--- src/rtl/lbe_pkg.sv ---
package lbe_pkg;

  // Index of the byte lane that holds the final byte of a packet.
  function automatic int unsigned final_lane(int unsigned nbytes, int unsigned len);
    int unsigned rem;
    rem = len % nbytes;
    return (rem == 0) ? nbytes - 1 : rem - 1;
  endfunction

  // True once the bytes covered so far reach the packet length.
  function automatic bit covered(int unsigned total, int unsigned len);
    return total >= len;
  endfunction

endpackage

--- src/rtl/lbe_count.sv ---
module lbe_count #(
  parameter int unsigned BYTES = 8,
  parameter int unsigned LEN_W = 16
) (
  input  logic             clk,
  input  logic             rst_n,
  input  logic             beat_ok,
  input  logic             pkt_end,
  input  logic [LEN_W-1:0] len,
  output logic             hit
);
  import lbe_pkg::*;

  localparam int unsigned CW = LEN_W + 1;
  localparam logic [CW-1:0] STEP = CW'(BYTES);

  logic [CW-1:0] total;

  always_ff @(posedge clk) begin
    if (!rst_n)
      total <= STEP;
    else if (beat_ok)
      total <= pkt_end ? STEP : total + STEP;
  end

  assign hit = covered(int'(total), int'(len));

  a_r10_restart: assert property (@(posedge clk) disable iff (!rst_n)
    (beat_ok && pkt_end) |=> (total == STEP));

  a_r4_never_zero: assert property (@(posedge clk) disable iff (!rst_n)
    total != '0);

endmodule

--- src/rtl/lbe_pick.sv ---
module lbe_pick #(
  parameter int unsigned BYTES = 8,
  parameter int unsigned LEN_W = 16
) (
  input  logic             in_last,
  input  logic [BYTES-1:0] in_be,
  input  logic [LEN_W-1:0] len,
  input  logic             hit,
  output logic             given,
  output logic             out_last,
  output logic [BYTES-1:0] out_be
);
  import lbe_pkg::*;

  logic [BYTES-1:0] calc_be;

  assign given = in_last && (in_be != '0);
  assign calc_be = BYTES'(1) << final_lane(BYTES, int'(len));

  always_comb begin
    if (given) begin
      out_last = 1'b1;
      out_be   = in_be;
    end else begin
      out_last = in_last || hit;
      out_be   = (in_last || hit) ? calc_be : '0;
    end
  end

endmodule

--- src/rtl/lbe_stage.sv ---
module lbe_stage #(
  parameter int unsigned DW    = 64,
  parameter int unsigned BYTES = 8
) (
  input  logic             clk,
  input  logic             rst_n,
  input  logic             in_valid,
  input  logic [DW-1:0]    in_data,
  input  logic             in_last,
  input  logic [BYTES-1:0] in_be,
  output logic             q_valid,
  output logic [DW-1:0]    q_data,
  output logic             q_last,
  output logic [BYTES-1:0] q_be
);

  always_ff @(posedge clk) begin
    if (!rst_n) begin
      q_valid <= 1'b0;
      q_data  <= '0;
      q_last  <= 1'b0;
      q_be    <= '0;
    end else begin
      q_valid <= in_valid;
      if (in_valid) begin
        q_data <= in_data;
        q_last <= in_last;
        q_be   <= in_be;
      end
    end
  end

  a_r2_valid_follows: assert property (@(posedge clk) disable iff (!rst_n)
    in_valid |=> q_valid);

  a_r2_idle_follows: assert property (@(posedge clk) disable iff (!rst_n)
    !in_valid |=> !q_valid);

  a_r3_hold_when_idle: assert property (@(posedge clk) disable iff (!rst_n)
    !in_valid |=> ($stable(q_data) && $stable(q_last) && $stable(q_be)));

endmodule

--- src/rtl/lbe_gen.sv ---
module lbe_gen #(
  parameter int unsigned DW    = 64,
  parameter int unsigned LEN_W = 16
) (
  input  logic              clk,
  input  logic              rst_n,
  input  logic              s_valid,
  input  logic [DW-1:0]     s_data,
  input  logic              s_last,
  input  logic [DW/8-1:0]   s_last_be,
  input  logic [LEN_W-1:0]  s_length,
  output logic              m_valid,
  output logic [DW-1:0]     m_data,
  output logic              m_last,
  output logic [DW/8-1:0]   m_last_be
);

  localparam int unsigned BYTES = DW / 8;

  // Internal events, named for the assertions below.
  logic             ev_hit;
  logic             ev_given;
  logic             ev_end;
  logic [BYTES-1:0] ev_be;

  lbe_count #(.BYTES(BYTES), .LEN_W(LEN_W)) u_count (
    .clk     (clk),
    .rst_n   (rst_n),
    .beat_ok (s_valid),
    .pkt_end (ev_end),
    .len     (s_length),
    .hit     (ev_hit)
  );

  lbe_pick #(.BYTES(BYTES), .LEN_W(LEN_W)) u_pick (
    .in_last  (s_last),
    .in_be    (s_last_be),
    .len      (s_length),
    .hit      (ev_hit),
    .given    (ev_given),
    .out_last (ev_end),
    .out_be   (ev_be)
  );

  lbe_stage #(.DW(DW), .BYTES(BYTES)) u_stage (
    .clk      (clk),
    .rst_n    (rst_n),
    .in_valid (s_valid),
    .in_data  (s_data),
    .in_last  (ev_end),
    .in_be    (ev_be),
    .q_valid  (m_valid),
    .q_data   (m_data),
    .q_last   (m_last),
    .q_be     (m_last_be)
  );

  a_r8_pass_through: assert property (@(posedge clk) disable iff (!rst_n)
    (s_valid && ev_given) |=> (m_last && (m_last_be == $past(s_last_be))));

  a_r7_mask_only_on_end: assert property (@(posedge clk) disable iff (!rst_n)
    (m_valid && !m_last) |-> (m_last_be == '0));

  a_r6_single_lane: assert property (@(posedge clk) disable iff (!rst_n)
    (s_valid && ev_end && !ev_given) |=> $onehot(m_last_be));

endmodule

--- config.mk ---
export PLATFORM = sky130hd
export DESIGN_NAME = lbe_gen
export DESIGN_NICKNAME = d
export VERILOG_FILES = /design/src/rtl/lbe_pkg.sv /design/src/rtl/lbe_count.sv /design/src/rtl/lbe_pick.sv /design/src/rtl/lbe_stage.sv /design/src/rtl/lbe_gen.sv
export SDC_FILE = /design/constraint.sdc
export NUM_CORES = 1
export LEC_CHECK = 0
export BUFFER_PORTS_ARGS = -buffer_cell sky130_fd_sc_hd__buf_2
export CORE_MARGIN = 2
export CORE_UTILIZATION = 44
export CTS_BUF_LIST = sky130_fd_sc_hd__clkbuf_2 sky130_fd_sc_hd__clkbuf_4 sky130_fd_sc_hd__clkbuf_8
export CTS_CLUSTER_DIAMETER = 50
export DETAILED_ROUTE_END_ITERATION = 10
export GPL_TIMING_DRIVEN = 0
export PLACE_DENSITY = 0.87
export SETUP_SLACK_MARGIN = 0.1
export SLEW_MARGIN = 20
export SYNTH_ARGS = -nofsm -noshare
export SYNTH_HDL_FRONTEND = slang
export SYNTH_SLANG_ARGS = --single-unit
export TNS_END_PERCENT = 20
--- constraint.sdc ---
create_clock -name clk -period 1.95 [get_ports clk]
set_clock_uncertainty 0.1 [all_clocks]
set_input_delay 0.0975 -clock clk [delete_from_list [all_inputs] [get_ports clk]]
set_output_delay 0.0975 -clock clk [all_outputs]
set_load 0.02 [all_outputs]
**After elaboration in Yosys (flattened, before gate mapping)**

Cells that the tools add are included.

- Register bits after elaboration: 91
- Logic and storage cells: 18
- Output and inout bits: 74
- Input bits: 92

- Reductions and logical operators: 4
- Shifts and indexed selects: 1
- Multiplexer cells: 5
- Order comparisons: 1
- $add $sub $neg: 2

Operators with widths:

| cell | number |
|---|---|
| zero test 32 bit | 1 |
| 2-to-1 mux 32 bit | 1 |
| << shifter 1 x 32 -> 8 bit, first input constant | 1 |
| adder 17 x 4 -> 17 bit, second input constant | 1 |
| greater-or-equal comparator 17 x 16 -> 1 bit | 1 |
| 2-to-1 mux 17 bit | 1 |
| 2-to-1 mux 8 bit | 2 |
| nonzero test 8 bit | 1 |
| subtractor 3 x 1 -> 4 bit, second input constant | 1 |
| logical AND 1 bit | 1 |
| logical OR 1 bit | 1 |
| 2-to-1 mux 1 bit | 1 |

**Depth between registers and ports, before layout**

Gate-level depths: netlist (run 1).

- Depth in word-level cells: 5
- Mapped depth: 8
- Depth with buffers taken out: 7

**Modules after synthesis**

Synthesis (run 1) repeated with hierarchy kept, for this count alone.

- Cells, all modules: 390
- Area total of the unflattened synthesis: 4085.2 um^2

Modules (own cells, without submodules):

| module | times used | seq. area each (um^2) | cells an instance | area an instance (um^2) |
|---|---|---|---|---|
| lbe_stage | 1 | 1481.4 | 237 | 2840.2 |
| lbe_count | 1 | 280.3 | 120 | 1008.5 |
| lbe_pick | 1 | 0.0 | 33 | 236.5 |

**Worst setup path after synthesis (run 1)**

Ideal clock, no wire load.

- Kind: register to register
- Start: register u_count.total[8]
- End: register u_count.total[10]
- Period minus slack after synthesis: 2027 ps
- Library setup time: 81 ps
- Cell stages (with the launch flop): 8
- Buffers on the path: 1
- Setup slack: -77 ps
- Arrival time: 1846 ps
- Data required time: 1769 ps
- Path through: dfxtp_1 -> ha_1 -> nand4_1 -> o41ai_1 -> a2111o_1 -> a21o_1 -> buf_6 -> a211oi_2

- Word-level cells in the longest chain between the ends: 4
- Elaborated cells between the ends (all ways): 5
- Those cells by class: add/sub: 1; order compare: 1; mux: 2; reduce/logical: 1

Ends and longest elaborated chain:

| item | RTL line | RTL |
|---|---|---|
| start: declaration | lbe_count.sv:17 | `logic [CW-1:0] total;` |
| start signal: assignment | lbe_count.sv:23 | `total <= pkt_end ? STEP : total + STEP;` |
| greater-or-equal comparator 17 x 16 -> 1 bit | lbe_pkg.sv:12 | `return total >= len;` |
| logical OR 1 bit | lbe_pick.sv:25 | `out_last = in_last \|\| hit;` |
| 2-to-1 mux 1 bit | lbe_pick.sv:21 | `if (given) begin` |
| 2-to-1 mux 17 bit (*) | lbe_count.sv:23 |  |

Every way passes the cells marked *; elsewhere a longest branch is shown, timed or not.
A chain may end at the register's enable or synchronous reset.

**Worst setup path in the final report (run 1)**

- Start: register u_count.total[13]
- End: register u_stage.q_be[1]

- Word-level cells in the longest chain between the ends: 4

Ends and longest elaborated chain:

| item | RTL line | RTL |
|---|---|---|
| greater-or-equal comparator 17 x 16 -> 1 bit | lbe_pkg.sv:12 |  |
| logical OR 1 bit | lbe_pick.sv:26 | `out_be = (in_last \|\| hit) ? calc_be : '0;` |
| 2-to-1 mux 8 bit | lbe_pick.sv:26 |  |
| 2-to-1 mux 8 bit | lbe_pick.sv:21 |  |
| end signal: assignment | lbe_stage.sv:28 | `q_be <= in_be;` |
| end: declaration | lbe_stage.sv:14 | `output logic [BYTES-1:0] q_be` |

No other way between the ends.

==> results of run 1 <==
## worst max path at each step
stage | slack (ns) | startpoint | end | depth (start not counted)
finish | -0.21 | u_count.total[13]$_SDFFE_PN0P_ | u_stage.q_be[1]$_SDFFE_PN0P_ | 7
CTS | -0.14 | u_count.total[14]$_SDFFE_PN0P_ | u_stage.q_be[7]$_SDFFE_PN0P_ | 7
global route | -0.25 | u_count.total[13]$_SDFFE_PN0P_ | u_stage.q_be[1]$_SDFFE_PN0P_ | 7
detailed placement | -0.28 | u_count.total[4]$_SDFFE_PN0P_ | u_stage.q_be[3]$_SDFFE_PN0P_ | 6
floorplan | 0.05 | u_count.total[7]$_SDFFE_PN0P_ | u_count.total[10]$_SDFFE_PN0P_ | 7
global placement | -0.18 | u_count.total[4]$_SDFFE_PN0P_ | u_stage.q_be[7]$_SDFFE_PN0P_ | 6
## area by class of cell
class	count	area, sq um	share of cell area, %
buffer	22	98.8	1.61
inverter	20	75.1	1.22
multi-input combinational	264	2100	34.1
clock buffer	9	124	2.01
clock inverter	6	116	1.89
tap	108	135	2.19
timing repair buffer	257	1710	27.7
sequential	88	1800	29.3
## worst register-to-register path: stages, from the launching register on
cell	delay (ns)
dfxtp_2	0.34
ha_1	0.31
nand3_2	0.11
o41ai_2	0.09
a2111o_1	0.47
buf_6	0.16
a22oi_2	0.31
o22ai_1	0.15
## cell usage after synthesis
cell type	instances
nor4_1	2
a211oi_1	3
and4_1	1
clkbuf_1	11
a2111oi_0	2
mux2i_1	64
buf_6	1
nand4b_1	1
inv_1	20
a31oi_1	8
or4_1	1
a211oi_2	10
o21a_1	2
a21oi_1	9
nand2b_1	2
a221o_1	1
nand3_1	7
nor3_1	2
xor2_1	5
o21ai_0	3
a21o_1	2
nand4_1	5
nand3b_1	2
a21boi_0	1
xnor2_1	6
o2111ai_2	1
o31a_1	1
nor2b_1	10
a2111o_1	1
a22oi_1	2
buf_1	3
nor2_1	74
ha_1	17
and3_1	2
o41ai_1	1
o22ai_1	8
dfxtp_1	88
nand2_1	8
buf_2	7
## registers in the layout, summed over array words and instances (netlist names)
signal	flops
u_stage.q_last	1
u_count.total	14
u_stage.q_valid	1
u_stage.q_be	8
u_stage.q_data	64
## kinds of logic after synthesis
kind of cell	Yosys count	synth area share [%]
compound gates	55	11.2
xor+xnor	11	2.51
fa+ha+maj	17	5.54
buf+inv	42	4.53
flops	88	45.9
mux	64	16.7
simple gates	117	13.6
## stage by stage
step | utilization [%] | std cells | worst slack (ns) | TNS, ns | hold slack, ns
3_3_place_gp | 57.2 | 666 | -0.179 | -2.75 | 0.230
3_5_place_dp | 57.2 | 666 | -0.281 | -4.12 | 0.240
4_1_cts | 70.6 | 766 | -0.144 | -2.21 | 0.000225
5_1_grt | 71.7 | 774 | -0.250 | -4.12 | 0.00730
2_1_floorplan | - | 394 | 0.0524 | 0 | 0.0736
6_report | 71.7 | 774 | -0.210 | -3.10 | 0.0262
## routing by layer
layer  vias up  GRT usage (%)
met2       208           52.6
met5         -              0
met4         0           12.0
li1       1907              -
met3        52           5.61
met1      1972           27.8
## power by group through the flow
stage	Sequential (uW)	Combinational [uW]	Clock (uW)
CTS	1920	763	1540
floorplan	2080	267	0
finish	1930	803	1530
global route	1940	857	1630
detailed placement	1970	629	0
global placement	1970	605	0
## timing repair
item / CTS / global route
hold buffers: 70 / 0
setup buffers: 14 / 8
setup endpoints to repair: 23 / 80
pin swaps: 15 / 16
resized for setup: 23 / 8
cloned: 1 / 0
endpoints found under the hold margin: 73 / 0
## placed cells by master (no fill, tap or decap), types with 2 or more instances in the layout
cell type	netlist	layout
buf_2	7	171
dfxtp_1	88	76
nor2_1	74	74
dlygate4sd3_1	0	70
mux2i_1	64	64
inv_1	20	20
buf_4	0	20
clkbuf_1	11	11
ha_4	0	11
dfxtp_4	0	11
nor2b_1	10	10
a211oi_2	10	10
clkbuf_8	0	9
a31oi_1	8	8
nand2_1	8	8
o22ai_1	8	8
a21oi_1	9	7
nand3_1	7	6
xnor2_1	6	6
ha_1	17	6
nand4_1	5	5
xor2_1	5	5
buf_6	1	4
buf_1	3	3
o21ai_0	3	3
a211oi_1	3	3
bufinv_16	0	3
nand3b_1	2	2
a21oi_2	0	2
nor4_1	2	2
a2111oi_2	0	2
a21o_1	2	2
a22oi_2	0	2
nor3_1	2	2
and3_1	2	2
nand2b_1	2	2
inv_6	0	2
==> impl_metrics.tcl, run 1 <==
set metrics [dict create \
    netlist_instances 394 \
    power_uw 4260 \
    avgSynthCellArea_sq_um 9.75 \
    portBuffers 164 \
    p_switching_uw 1160 \
    grt_max_degree 16 \
    die_area_sq_mm 0.00949 \
    drv_slew 0 \
    swShare_pct 27.2 \
    ys_ff_latch 88 \
    worstHoldPathCells 3 \
    dr.pass1.iters 6 \
    antenna_cells 0 \
    crit_path_max_fanout 5 \
    worst_slack_ns -0.210 \
    setup_violations 21 \
    crit_family "compound AO/OA/AOI/OAI gates" \
    grt-ovfl-total 0 \
    rsz0062_at_grt "yes" \
    drc 0 \
    first_iter_violations 126 \
    comb_power_share_pct 18.8 \
    cts_sinks 88 \
    min_from "s_last_be[1]" \
    synth_top_area_cell "dfxtp_1" \
    r2r_slack_ns -0.21 \
    antenna_found_initial 0 \
    cts_buffer_depth 2 \
    fin_area_sq_mm 0.00616 \
    grt_usage_pct 27.2 \
    crit_required_ns 2.05 \
    cp_data_arrival_time_ns 2.26 \
    critPathCaptureType "register" \
    cts_tree "yes" \
    grt_pass1_wl_um 20900 \
    clockPowerShare_pct 35.9 \
    drive_gt1_share_pct 38.0 \
    worst_path_max_delay_cell "a2111o_1" \
    maxCapViolations 0 \
    vias 4139 \
    ioPinCount 166 \
    yosysSeqAreaShare_pct 45.9 \
    tightest_slew_ns 0.687 \
    cts_buffers 9 \
    violations "setup timing" \
    wl_um 13400 \
    ys_warn_count 0 \
    finalCritPeriodShare_pct 111 \
    gp_congestion 0.841 \
    period_minus_slack_ns 2.16 \
    cp-start-kind "register" \
    status "finished, violations left" \
    p_leak_uw 0.00297 \
    pwr-share-seq_pct 45.2 \
    syn-num-nets 503 \
    p_int_uw 3100 \
    maxSlewHeadroom_pct 54.2 \
    synthTopCellsByArea "dfxtp_1 46%, mux2i_1 17%, nor2_1 7.2%" \
    dr_wl_met2_um 7340 \
    fmaxAchievable_mhz 463 \
    insertion_delay_ns 0.33 \
    rr_startpoint "u_count.total[13]$_SDFFE_PN0P_" \
    coreArea_sq_mm 0.00859 \
    hold_end "u_stage.q_be[1]$_SDFFE_PN0P_" \
    met1_length_um 4740 \
    min_path_type "input port to register" \
    path_cells "ha_1 -> nand3_2 -> o41ai_2 -> a2111o_1 -> buf_6 -> a22oi_2 -> o22ai_1" \
    drtAntennaViolNets 0 \
    powerDensity_mw_per_mm2 692 \
    dieWidth_um 97.4 \
    nNetsFinal 771 \
    syn2layout_area_growth_pct 60.3 \
    fp.dieH_um 97.4 \
    r2r_end "u_stage.q_be[1]$_SDFFE_PN0P_" \
    via_per_inst 5.35 \
    maxUsedRoutingLayer "met4" \
    syn_area_sq_mm 0.00384 \
    yosysTopAreaCellShare_pct 45.9 \
    place_area_sq_mm 0.00491 \
    wl_per_cell_um 17.3 \
    fillers 572 \
    ir_drop_v 0.000522 \
    place_hpwl_um 7780 \
    cp_num_buf_inv 1 \
    hold_viol_final 0 \
    path_class "register to register" \
    clock-root-buffer "clkbuf_8" \
    initial_core_util_pct 44.7 \
    cpPeakStageDelay_ns 0.47 \
    route.met3.wl_um 827 \
    placementRows 34 \
    r2r_cells 7 \
    ys_types 39 \
    clk_pin_slew_ns 0.09 \
    grt_pass1_vias 4374 \
    cts.htree.levels 3 \
]
No activity file was read; power rests on OpenSTA's default activity.
==> run 2, diff against run 1 <==
--- a/config.mk
+++ b/config.mk
@@ -6,13 +6,15 @@
 export NUM_CORES = 1
 export LEC_CHECK = 0
 export BUFFER_PORTS_ARGS = -buffer_cell sky130_fd_sc_hd__buf_2
+export CELL_PAD_IN_SITES_DETAIL_PLACEMENT = 0
+export CELL_PAD_IN_SITES_GLOBAL_PLACEMENT = 1
 export CORE_MARGIN = 2
-export CORE_UTILIZATION = 44
+export CORE_UTILIZATION = 32
 export CTS_BUF_LIST = sky130_fd_sc_hd__clkbuf_2 sky130_fd_sc_hd__clkbuf_4 sky130_fd_sc_hd__clkbuf_8
 export CTS_CLUSTER_DIAMETER = 50
 export DETAILED_ROUTE_END_ITERATION = 10
 export GPL_TIMING_DRIVEN = 0
-export PLACE_DENSITY = 0.87
+export PLACE_DENSITY = 0.86
 export SETUP_SLACK_MARGIN = 0.1
 export SLEW_MARGIN = 20
 export SYNTH_ARGS = -nofsm -noshare
==> run 2 against run 1 <==
Net effect: the run still ends with setup timing left; clock-buffer cell count is 3 higher; critical path type unchanged; worst hold slack better by 0.039 ns; via count is 5.0% lower; design area is 0.73% higher; die area is 36% higher; sequential share of layout area is 0.21 points lower; fmax is 5.0% higher; setup slack better by 0.10 ns; critical path depth stayed put; final cell count is 5.2% higher; utilization is 19 points lower.
==> impl_metrics.tcl, run 2 (synthesis gave the netlist of run 1 again) <==
set metrics [dict create \
    status "finished, violations left" \
    violations "setup timing" \
    drtAntennaViolNets 0 \
    gp_congestion 0.782 \
    maxCapViolations 0 \
    crit_path_max_fanout 4 \
    power_uw 4090 \
    grt_usage_pct 19.3 \
    pwr-share-seq_pct 47.1 \
    final_common_cell "buf_2" \
    finalSetupTns_ns -1.67 \
    initial_core_util_pct 32.4 \
    place_inst 705 \
    portBuffers 164 \
    min_path_type "input port to register" \
    most-common-layout-cells "171 x buf_2, 76 x dfxtp_1, 74 x nor2_1, 74 x dlygate4sd3_1, 64 x mux2i_1" \
    cts_sinks 88 \
    r2r_cells 7 \
    antenna_found_initial 0 \
    tightest_slew_ns 0.725 \
    largest_reg_flops 64 \
    maxSlewHeadroom_pct 51.7 \
    fin_util_pct 52.3 \
    clock-root-buffer "clkbuf_8" \
    swShare_pct 27.9 \
    worst_slack_ns -0.107 \
    die_area_sq_mm 0.0129 \
    dr.pass1.iters 4 \
    hold_viol_final 0 \
    r2r_end "u_stage.q_be[4]$_SDFFE_PN0P_" \
    syn2layout_area_growth_pct 61.5 \
    fillers 1036 \
    insertion_delay_ns 0.37 \
    grt_max_degree 15 \
    final_cell_count_no_fill 814 \
    cts_tree "yes" \
    place_hpwl_um 7960 \
    placementRows 40 \
    ir_drop_v 0.000382 \
    via_per_inst 4.83 \
    period_minus_slack_ns 2.06 \
    cp-start-kind "register" \
    clockPowerShare_pct 33.5 \
    first_iter_violations 145 \
    hold_end "u_stage.q_be[5]$_SDFFE_PN0P_" \
    powerDensity_mw_per_mm2 659 \
    rsz0062_at_grt "yes" \
    drc 0 \
    fmaxAchievable_mhz 486 \
    regMostFlops "u_stage.q_data" \
    finalCritPeriodShare_pct 105 \
    vias 3932 \
    crit_required_ns 2.09 \
    rr_startpoint "u_count.total[4]$_SDFFE_PN0P_" \
    hold_ws_ns 0.0649 \
    r2r_slack_ns -0.11 \
    p_leak_uw 0.00295 \
    p_int_uw 2950 \
    ioPinCount 166 \
    antenna_cells 0 \
    grt_pass1_vias 4244 \
    path_class "register to register" \
    setup_violations 20 \
    cts.htree.levels 3 \
    min_from "s_length[0]" \
    dieWidth_um 114 \
    p_switching_uw 1140 \
    wl_um 12500 \
    grt_pass1_wl_um 19700 \
    drv_slew 0 \
    nNetsFinal 771 \
    cts_buffer_depth 2 \
    drive_gt1_share_pct 37.8 \
    wl_per_cell_um 15.4 \
    worstHoldPathCells 4 \
    cts_buffers 9 \
    critPathCaptureType "register" \
    cp_data_arrival_time_ns 2.20 \
    fp.dieH_um 114 \
    clk_pin_slew_ns 0.09 \
    coreArea_sq_mm 0.0119 \
    grt-ovfl-total 0 \
    biggestRegsByFlops "u_stage.q_data x64, u_count.total x14, u_stage.q_be x8" \
    comb_power_share_pct 19.4 \
]
run 2: cell type report:
| cell class | instances | area [sq um] | share of cell area, % |
|---|---|---|---|
| sequential | 88 | 1800 | 29.1 |
| multi-input combinational | 264 | 2110 | 34.0 |
| timing repair buffer | 257 | 1720 | 27.7 |
| clock buffer | 12 | 165 | 2.66 |
| buffer | 22 | 98.8 | 1.59 |
| clock inverter | 4 | 51.3 | 0.827 |
| inverter | 20 | 75.1 | 1.21 |
| tap | 147 | 184 | 2.97 |
run 2: worst max path at each step:
stage	slack [ns]	from	to	depth (start not counted)
finish	-0.11	u_count.total[4]$_SDFFE_PN0P_	u_stage.q_be[4]$_SDFFE_PN0P_	7
global route	-0.17	u_count.total[4]$_SDFFE_PN0P_	u_count.total[14]$_SDFFE_PN0P_	7
CTS	-0.14	u_count.total[11]$_SDFFE_PN0P_	u_stage.q_be[4]$_SDFFE_PN0P_	7
detailed placement	-0.26	u_count.total[9]$_SDFFE_PN0P_	u_count.total[12]$_SDFFE_PN0P_	7
global placement	-0.21	u_count.total[4]$_SDFFE_PN0P_	u_stage.q_be[7]$_SDFFE_PN0P_	6
floorplan	0.05	u_count.total[7]$_SDFFE_PN0P_	u_count.total[10]$_SDFFE_PN0P_	7
run 2: layer usage:
layer | routed length, um | share of wire, % | track usage, % | vias to the layer above
met4 | 354 | 2.8 | 9.84 | 0
met5 | 0 | 0 | 0 | -
li1 | - | - | - | 1905
met1 | 5080 | 41 | 21.1 | 1851
met2 | 6370 | 51 | 34.9 | 142
met3 | 716 | 5.7 | 4.62 | 34
run 2: per-stage QoR:
stage / cell area [sq um] / setup WS, ns
after detailed placement: 4960 / -0.256
after CTS: 6160 / -0.140
after global routing: 6200 / -0.168
after floorplan: 3960 / 0.0524
final: 6200 / -0.107
after global placement: 4960 / -0.208
run 2: power groups by stage:
| stage | clock, uW | combinational [uW] | sequential [uW] |
|---|---|---|---|
| after floorplan | 0 | 267 | 2080 |
| after global placement | 0 | 614 | 1970 |
| after detailed placement | 0 | 634 | 1970 |
| after CTS | 1390 | 775 | 1920 |
| after global routing | 1490 | 858 | 1930 |
| final | 1370 | 794 | 1920 |
run 2: worst max-delay path, cell delays in order (launching register included):
cell and delay, ns:
dfxtp_4 0.37, ha_4 0.23, nand3b_1 0.13, o41ai_2 0.11
a2111o_1 0.43, buf_6 0.15, a22oi_2 0.27, o22ai_2 0.13
run 2: repair_timing:
| action | in CTS | in global routing |
|---|---|---|
| endpoints found under the hold margin | 76 | 0 |
| pin swaps | 17 | 11 |
| resized for setup | 25 | 9 |
| buffers inserted | 16 | 2 |
| cloned | 1 | 0 |
| endpoints found under the setup margin | 23 | 23 |
| hold buffers | 74 | 0 |
==> run 3, diff against run 2 <==
--- a/config.mk
+++ b/config.mk
@@ -20,4 +20,4 @@
 export SYNTH_ARGS = -nofsm -noshare
 export SYNTH_HDL_FRONTEND = slang
 export SYNTH_SLANG_ARGS = --single-unit
-export TNS_END_PERCENT = 20
+export TNS_END_PERCENT = 10
==> run 3 against run 2 <==
Net effect: the flow still finishes with violations (setup timing); first-iteration DRC count rose by 0.69%; non-clock buffer count did not move; utilization did not move; design area did not move; die area did not move; sequential power barely moved.
==> impl_metrics.tcl, run 3 (synthesis gave the netlist of run 1 again) <==
set metrics [dict create \
    coreArea_sq_mm 0.0119 \
    ioPinCount 166 \
    crit_required_ns 2.09 \
    rsz0062_at_grt "yes" \
    crit_family "compound AO/OA/AOI/OAI gates" \
    ir_drop_v 0.000382 \
    dr_wl_met2_um 6370 \
    grt_pass1_vias 4242 \
    worst_slack_ns -0.107 \
    crit_path_max_fanout 4 \
    drtAntennaViolNets 0 \
    p_leak_uw 0.00295 \
    place_area_sq_mm 0.00496 \
    violations "setup timing" \
    multi_input_area_sq_mm 0.00211 \
    cp-start-kind "register" \
    critPathCaptureType "register" \
    route.met3.wl_um 715 \
    path_class "register to register" \
    most-common-layout-cells "171 x buf_2, 76 x dfxtp_1, 74 x nor2_1, 74 x dlygate4sd3_1, 64 x mux2i_1" \
    initial_core_util_pct 32.4 \
    antenna_cells 0 \
    place_hpwl_um 7960 \
    grt_usage_pct 19.3 \
    maxUsedRoutingLayer "met4" \
    maxSlewHeadroom_pct 51.7 \
    cp_data_arrival_time_ns 2.20 \
    regMostFlops "u_stage.q_data" \
    tightest_slew_ns 0.725 \
    status "finished, violations left" \
    cpPeakStageDelay_ns 0.43 \
    fp.dieH_um 114 \
    cts_tree "yes" \
    worst_path_max_delay_cell "a2111o_1" \
    nNetsFinal 771 \
    dr.pass1.iters 4 \
    min_from "s_length[0]" \
    fmaxAchievable_mhz 486 \
    syn2layout_area_growth_pct 61.5 \
    finalCritPeriodShare_pct 105 \
    drive_gt1_share_pct 37.8 \
    setup_violations 20 \
    regArea_sq_mm 0.00180 \
    cts_sinks 88 \
    grt_max_degree 15 \
    first_iter_violations 146 \
    rr_startpoint "u_count.total[4]$_SDFFE_PN0P_" \
    period_minus_slack_ns 2.06 \
    via_per_inst 4.83 \
    wl_per_cell_um 15.4 \
    cts.htree.levels 3 \
    gp_congestion 0.782 \
    antenna_found_initial 0 \
    powerDensity_mw_per_mm2 659 \
    fillers 1036 \
    clock-root-buffer "clkbuf_8" \
    largest_reg_flops 64 \
    dieWidth_um 114 \
    die_area_sq_mm 0.0129 \
    placementRows 40 \
    path_cells "ha_4 -> nand3b_1 -> o41ai_2 -> a2111o_1 -> buf_6 -> a22oi_2 -> o22ai_2" \
    final_common_cell "buf_2" \
    cts_buffers 9 \
    wl_um 12500 \
    portBuffers 164 \
    drc 0 \
    startpoint "u_count.total[4]$_SDFFE_PN0P_" \
    place_ws_ns -0.256 \
    insertion_delay_ns 0.37 \
    drv_slew 0 \
    biggestRegsByFlops "u_stage.q_data x64, u_count.total x14, u_stage.q_be x8" \
    cts_buffer_depth 2 \
    grt_pass1_wl_um 19700 \
    met1_length_um 5080 \
    min_path_type "input port to register" \
    fin_area_sq_mm 0.00620 \
    cp_num_buf_inv 1 \
    hold_viol_final 0 \
    clk_pin_slew_ns 0.09 \
    vias 3929 \
    maxCapViolations 0 \
    grt-ovfl-total 0 \
]
## run 3: cell counts in the layout (fill, tap and decap cells not counted)
Identical to the previous run, type by type.
## run 3: worst reg2reg max path: stages, from the launching register on
cell      delay, ns
dfxtp_4        0.37
ha_4           0.23
nand3b_1       0.13
o41ai_2        0.11
a2111o_1       0.44
buf_6          0.15
a22oi_2        0.27
o22ai_2        0.13
## run 3: layout make-up
cell class / count / share of cell area [%]
inverter: 20 / 1.21
multi-input combinational: 264 / 34.0
tap: 147 / 2.97
sequential: 88 / 29.1
buffer: 22 / 1.59
timing repair buffer: 257 / 27.7
clock buffer: 12 / 2.66
clock inverter: 4 / 0.827
## run 3: timing repair
item | CTS | global route
hold buffers | 74 | 0
endpoints found under the setup margin | 23 | 23
gates resized for setup | 25 | 9
endpoints found under the hold margin | 76 | 0
setup buffers | 16 | 2
pin swaps | 17 | 11
cloned | 1 | 0
## run 3: path summary, 6_finish.rpt
path | slack, ns | to | cells past startpoint
setup / recovery | -0.11 | u_stage.q_be[4]$_SDFFE_PN0P_ | 7
hold reg to reg | 0.40 | u_stage.q_data[60]$_SDFFE_PN0P_ | 2
setup reg to reg | -0.11 | u_stage.q_be[4]$_SDFFE_PN0P_ | 7
hold / removal | 0.06 | u_stage.q_be[5]$_SDFFE_PN0P_ | 4
## run 3: power by group
| part | internal [uW] | switching, uW |
|---|---|---|
| registers | 1870 | 49.1 |
| clock network | 697 | 673 |
| logic | 375 | 419 |
| total | 2950 | 1140 |
## run 3: through the flow
step	setup TNS [ns]	hold slack [ns]	total power (uW)	instances	utilization, %
final	-1.67	0.0645	4090	814	52.3
after global routing	-2.76	0.0767	4280	814	52.3
after CTS	-1.48	0.0355	4090	812	51.9
after detailed placement	-4.31	0.237	2610	705	41.8
after global placement	-3.28	0.231	2590	705	41.8
after floorplan	0	0.0736	2350	394	-
## run 3: routing by layer
metal / track usage, % / vias to the layer above
met5: 0 / -
met4: 9.84 / 0
met3: 4.62 / 34
met2: 34.9 / 142
met1: 21.1 / 1848
li1: - / 1905
